### config.mk
export PLATFORM = sky130hd
export DESIGN_NAME = addr_latch_demux
export DESIGN_NICKNAME = d
export VERILOG_FILES = /design/src/rtl/addr_latch_pkg.sv /design/src/rtl/al_mode_dec.sv /design/src/rtl/al_addr_dec.sv /design/src/rtl/al_store_bank.sv /design/src/rtl/al_out_sel.sv /design/src/rtl/addr_latch_demux.sv
export SDC_FILE = /design/constraint.sdc
export NUM_CORES = 1
export LEC_CHECK = 0
export ABC_AREA = 1
export CAP_MARGIN = 30
export CORE_AREA = 2 2 39 41
export DETAILED_ROUTE_END_ITERATION = 8
export DIE_AREA = 0 0 41 43
export DONT_BUFFER_PORTS = 1
export GPL_TIMING_DRIVEN = 0
export HOLD_SLACK_MARGIN = 0.05
export SETUP_SLACK_MARGIN = 0.4
export SLEW_MARGIN = 20
export SYNTH_ARGS = -nofsm -noshare
export SYNTH_HDL_FRONTEND = slang
export SYNTH_SLANG_ARGS = --single-unit
### constraint.sdc
create_clock -name clk_i -period 0.8 [get_ports clk_i]
set_input_delay 0 -clock clk_i [delete_from_list [all_inputs] [get_ports clk_i]]
set_output_delay 0 -clock clk_i [all_outputs]
set_load 0.05 [all_outputs]
### src/rtl/addr_latch_pkg.sv
package addr_latch_pkg;

  typedef enum logic [1:0] {
    MODE_WRITE = 2'd0,
    MODE_HOLD  = 2'd1,
    MODE_DEMUX = 2'd2,
    MODE_CLEAR = 2'd3
  } mode_e;

  function automatic mode_e decode_mode(input logic clr_n, input logic en_n);
    case ({clr_n, en_n})
      2'b10:   return MODE_WRITE;
      2'b11:   return MODE_HOLD;
      2'b00:   return MODE_DEMUX;
      default: return MODE_CLEAR;
    endcase
  endfunction

endpackage

### src/rtl/al_mode_dec.sv
module al_mode_dec
  import addr_latch_pkg::*;
(
  input  logic clr_ni,
  input  logic en_ni,
  output logic wr_o,
  output logic demux_o,
  output logic clear_o
);
  mode_e mode;

  always_comb begin
    mode    = decode_mode(clr_ni, en_ni);
    wr_o    = (mode == MODE_WRITE);
    demux_o = (mode == MODE_DEMUX);
    clear_o = (mode == MODE_CLEAR);
  end
endmodule

### src/rtl/al_addr_dec.sv
module al_addr_dec #(
  parameter int ADDR_W = 3,
  localparam int N = 1 << ADDR_W
) (
  input  logic [ADDR_W-1:0] addr_i,
  output logic [N-1:0]      sel_o
);
  for (genvar i = 0; i < N; i++) begin : g_sel
    assign sel_o[i] = (addr_i == ADDR_W'(i));
  end
endmodule

### src/rtl/al_store_bank.sv
module al_store_bank #(
  parameter int N = 8
) (
  input  logic         clk_i,
  input  logic         rst_ni,
  input  logic [N-1:0] sel_i,
  input  logic         data_i,
  input  logic         wr_i,
  input  logic         clear_i,
  output logic [N-1:0] store_o
);
  for (genvar i = 0; i < N; i++) begin : g_bit
    always_ff @(posedge clk_i or negedge rst_ni) begin
      if (!rst_ni)                store_o[i] <= 1'b0;
      else if (clear_i)           store_o[i] <= 1'b0;
      else if (wr_i && sel_i[i])  store_o[i] <= data_i;
    end
  end
endmodule

### src/rtl/al_out_sel.sv
module al_out_sel #(
  parameter int N = 8
) (
  input  logic [N-1:0] store_i,
  input  logic [N-1:0] sel_i,
  input  logic         data_i,
  input  logic         demux_i,
  input  logic         clear_i,
  output logic [N-1:0] q_o
);
  // clear overrides storage at once, without a clock edge
  always_comb begin
    if (demux_i)      q_o = sel_i & {N{data_i}};
    else if (clear_i) q_o = '0;
    else              q_o = store_i;
  end
endmodule

### src/rtl/addr_latch_demux.sv
module addr_latch_demux #(
  parameter int ADDR_W = 3,
  localparam int N = 1 << ADDR_W
) (
  input  logic              clk_i,
  input  logic              rst_ni,
  input  logic [ADDR_W-1:0] addr_i,
  input  logic              data_i,
  input  logic              en_ni,
  input  logic              clr_ni,
  output logic [N-1:0]      q_o
);
  logic         wr, demux, clear;
  logic [N-1:0] sel, store;

  al_mode_dec u_mode (
    .clr_ni (clr_ni),
    .en_ni  (en_ni),
    .wr_o   (wr),
    .demux_o(demux),
    .clear_o(clear)
  );

  al_addr_dec #(.ADDR_W(ADDR_W)) u_dec (
    .addr_i(addr_i),
    .sel_o (sel)
  );

  al_store_bank #(.N(N)) u_bank (
    .clk_i  (clk_i),
    .rst_ni (rst_ni),
    .sel_i  (sel),
    .data_i (data_i),
    .wr_i   (wr),
    .clear_i(clear),
    .store_o(store)
  );

  al_out_sel #(.N(N)) u_out (
    .store_i(store),
    .sel_i  (sel),
    .data_i (data_i),
    .demux_i(demux),
    .clear_i(clear),
    .q_o    (q_o)
  );
endmodule

* After elaboration in Yosys (flattened, before gate mapping)
Index checks and enable logic that the tools add are counted.
** Cells by class
- Multiplexer cells :: 19
- Reduce and logical (&&, ||, !) cells :: 19
- Bitwise logic cells :: 1
- Eq/ne operators :: 11
** Operator list (count)
- 1-bit two-way mux :: 16
- 8-bit two-way mux :: 2
- 2-bit nonzero test :: 8
- 3-bit equality test, second input constant :: 4
- 8-bit AND :: 1
- 2-bit equality test, second input constant :: 4
- 1-bit logical AND :: 8
- 3-bit by 2-bit equality test with 1-bit output, second input constant :: 2
- 2-bit one-hot mux with 3 select lines :: 1
- 2-bit zero test :: 2
- 3-bit by 1-bit equality test with 1-bit output, second input constant :: 1
- 3-bit zero test :: 1
** Word-level totals
- Input port bits :: 8
- Output and inout bits :: 8
- Word-level logic and storage cells :: 58
- Register bits :: 8

* Logic depth before layout (Yosys ltp)
- Depth after elaboration :: 6
- Gate-level depth with buffers :: 5
- Depth with buffers taken out :: 5

* Modules after synthesis
Synthesis repeated with hierarchy kept, for this count alone.
** Second synthesis, totals
- Cells, all modules :: 100
- Area, all modules :: 601.8 sq um
** Modules (own cells, without submodules)
- al_store_bank :: area each 390.4 sq um, cells an instance 53, instances 1, sequential area each 200.2 sq um
- al_out_sel :: area each 136.4 sq um, cells an instance 27, instances 1, sequential area each 0.0 sq um
- al_addr_dec :: area each 56.3 sq um, cells an instance 15, instances 1, sequential area each 0.0 sq um
- al_mode_dec :: area each 18.8 sq um, cells an instance 5, instances 1, sequential area each 0.0 sq um

* Least setup slack after synthesis
No wires, ideal clock.
- Path kind :: register to output
- Start :: reg u_bank.store_o[5]
- End :: out q_o[5]
- Data arrival time :: 1.121 ns
- Required time :: 0.800 ns
- Cell stages (with the launch flop) :: 3
- Setup slack :: -0.321 ns
- Path buffers :: 0
- Cell sequence :: dfrtp_1 > inv_1 > o22ai_1
** On the way
- Word-level cells in the longest chain between the ends :: 2
** RTL lines
- from (decl) :: RTL line al_store_bank.sv:10 : output logic [N-1:0] store_o
- from (signal, indexed assignment) :: RTL line al_store_bank.sv:16 : else if (wr_i && sel_i[i]) store_o[i] <= data_i;
- 8-bit two-way mux :: RTL line al_out_sel.sv:14 : else if (clear_i) q_o = '0;
- 8-bit two-way mux :: RTL line al_out_sel.sv:13 : if (demux_i) q_o = sel_i & {N{data_i}};
- to (decl) :: RTL line addr_latch_demux.sv:11 : output logic [N-1:0] q_o
Every way passes these cells.

* Final worst setup path
- Start :: reg u_bank.store_o[7]
- End :: out q_o[7]
The elaborated chain is that of the path after synthesis.

==> results.md <==
- Met2 routed WL: 730 um
- Vias/cell: 5.20
- # setup viols final: 8
- Vias: 603
- Synthesized instance count: 95
- Most common cell after layout, fill and taps aside: nand2_1
- Cts bufs inserted: 3
- Compound-Gate Fraction of Synth Area: 9.85%
- Sequential fraction of the synthesis area: 33.5%
- CTS Hold Bufs: 1
- Pre-antenna DRT Iters: 2
- Number of DRC markers in iteration 0: 10
- Reg clk slew, reported paths: 0.05 ns
- Synthesized-area fraction occupied by adder cells: 0%
- Lkg Pwr: 0.366 nW
- Failing checks: negative hold slack, negative setup slack
- Unrepaired setup endpoints after global routing: yes
- Number of global-route vias before repair: 524
- Final Non-Filler Cells: 116
- Aggregate global routing overflow: 0
- DIE AREA: 1760 um2
- Crit. End Element: primary output
- Port Buffers: 0
- Synth warn: 0
- Reg-to-reg slack, setup: 0 ns
- Final nets: 110
- Ys flop type: dfrtp_1
- Slew Viols, Final: 0
- Wl on met1: 587 um
- CP Max Fanout: 2
- DRC Markers: 0
- Core Box Area: 1380 um2
- Largest net degree at the start of global routing: 11
- Die Height: 43 um
- CTS tree: built
- Fillers: 136
- Measured slew at the worst slew-check pin: 0.396 ns
- Fin crit share: 123%
- Gpl congestion: 0.749
- DRT Wirelength: 1.40 mm
- Fin Hold WS: -0.274 ns
- Initial core utilization: 43.1%
- Row count: 14
- Biggest register: u_bank.store_o
- Share of layout cells above drive strength 1: 33.0%
- Largest regs: u_bank.store_o x8
- EDFF count, synth: 0
- Synth cell types: 15
- Kind of critical path: register to primary output
- Cell total after placement: 111
- First-pass GRT wire length: 2.22 mm
- Status: complete, but fails checks
- Hold Crit Class: input pin to async pin
- Multi-input gate area: 449 um2
- Met3 WL post-DR: 64 um
- Max reg flops: 8
- Slack of the critical path: -0.186 ns
- Syn_nets: 103
- Top Ports: 16
- Area share of xor/xnor cells in the synthesized design: 0%
- ANT nets after route: 0
- Final Util: 57.9%
- Fin Clk Skew: 0 ns
- Proportion of synthesized area in mux cells: 0%
- Top Metal Used: met4
- Synthesized area: 597 um2
- CTS Sinks: 8
- Slew HR: 73.6%
- Initial antenna violation count: 0
- Wirelength per Cell: 12.1 um
- PwrDens: 1260 nW/um2
- CP Launch Type: register
- Total track usage: 19.2%
- Ant diodes: 0
- Root Buffer: clkbuf_4
- Commonest non-fill, non-tap cells in the layout: 25 x nand2_1, 15 x nor2_1, 10 x inv_2, 10 x nand3_1, 8 x dfrtp_1
- Register area: 200 um2
- Peak Freq: 1010 MHz
- DPL Wire Length: 1.09 mm
- Worst-skew pair later-pin latency: 0.25 ns
- Clock tree buffer depth: 2
- Maximum vdd ir drop: 0.000861 V
- Seq cells post-synth: 8
- Period minus WS final: 0.986 ns
- Mapped Avg Cell Area: 6.28 um2
- Synth-to-Final Area Change: 34.2%
- Main combinational cell family by area after synthesis: simple AND/OR/NAND/NOR gates
- Die Wd: 41 um
- Worst Path Required: 0.80 ns
- Fraction of registers with async set/reset: 100%
- Crit path DAT: 0.99 ns
- Simple-gate portion of the synthesized area: 45.7%
- H-tree levels: 1
- Endpoints failing hold: 15
- MaxCap Viol Count: 0
## worst max-delay path, cell delays in order, from the launching register on
cell	delay, ns
dfrtp_1	0.33
inv_2	0.05
o22ai_4	0.35
## cell families after synthesis
| kind of cell | Yosys count |
|---|---|
| simple gates | 60 |
| buf+inv | 16 |
| compound gates | 11 |
| flops | 8 |
## metal layers
layer | vias up | track usage, %
met1 | 275 | 20.0
met3 | 5 | 7.85
met5 | - | 0
li1 | 313 | -
met2 | 10 | 31.9
met4 | 0 | 8.00
## worst paths after layout
| check | from | end | cells after the start |
|---|---|---|---|
| setup / recovery | u_bank.store_o[7] | q_o[7] | 2 |
| hold / removal | rst_ni | u_bank.store_o[0] | 1 |
| setup reg to reg | u_bank.store_o[0] | u_bank.store_o[0] | 5 |
| hold reg to reg | u_bank.store_o[2] | u_bank.store_o[2] | 4 |
| max in group asynchronous | rst_ni | u_bank.store_o[3] | 1 |
| min in group clk_i | en_ni | u_bank.store_o[0] | 3 |
## cell usage after synthesis (2+ instances only)
master,number,share of area (%)
o21ai_0,2,1.7
nand3_1,10,8.4
buf_2,2,1.7
inv_1,11,6.9
o21ai_1,6,5.0
dfrtp_1,8,34
nor2_1,17,11
nand2_1,28,18
inv_2,2,1.3
nand4_1,2,2.1
o22ai_1,3,3.1
## stage by stage
step,power (mW),cell area (um2),setup TNS (ns),setup slack (ns)
CTS,1.02,785,-1.26,-0.202
global placement,0.690,747,0,0.0226
global route,1.08,801,-1.57,-0.240
finish,1.01,801,-1.14,-0.186
detailed placement,0.695,747,0,0.0211
floorplan,0.665,727,0,0.108
## power breakdown
part	switching (mW)	total, mW	internal (mW)
Combinational	0.193	0.273	0.0796
Sequential	0.00968	0.434	0.424
Clock	0.133	0.304	0.171
Total	0.335	1.01	0.675
## final cells by class
cell class | instances | area share, %
timing repair buffer | 2 | 2.97
buffer | 2 | 2.50
clock buffer | 3 | 2.81
sequential | 8 | 25.0
inverter | 14 | 8.12
tap | 16 | 2.50
multi-input combinational | 71 | 56.1
## what timing repair did
item	in CTS	in global routing
endpoints found under the setup margin	16	24
gates resized for setup	2	4
pin swaps	3	6
setup buffers	0	1
hold endpoints to repair	16	16
gates cloned	0	0
(Power assumes the default switching activity.)
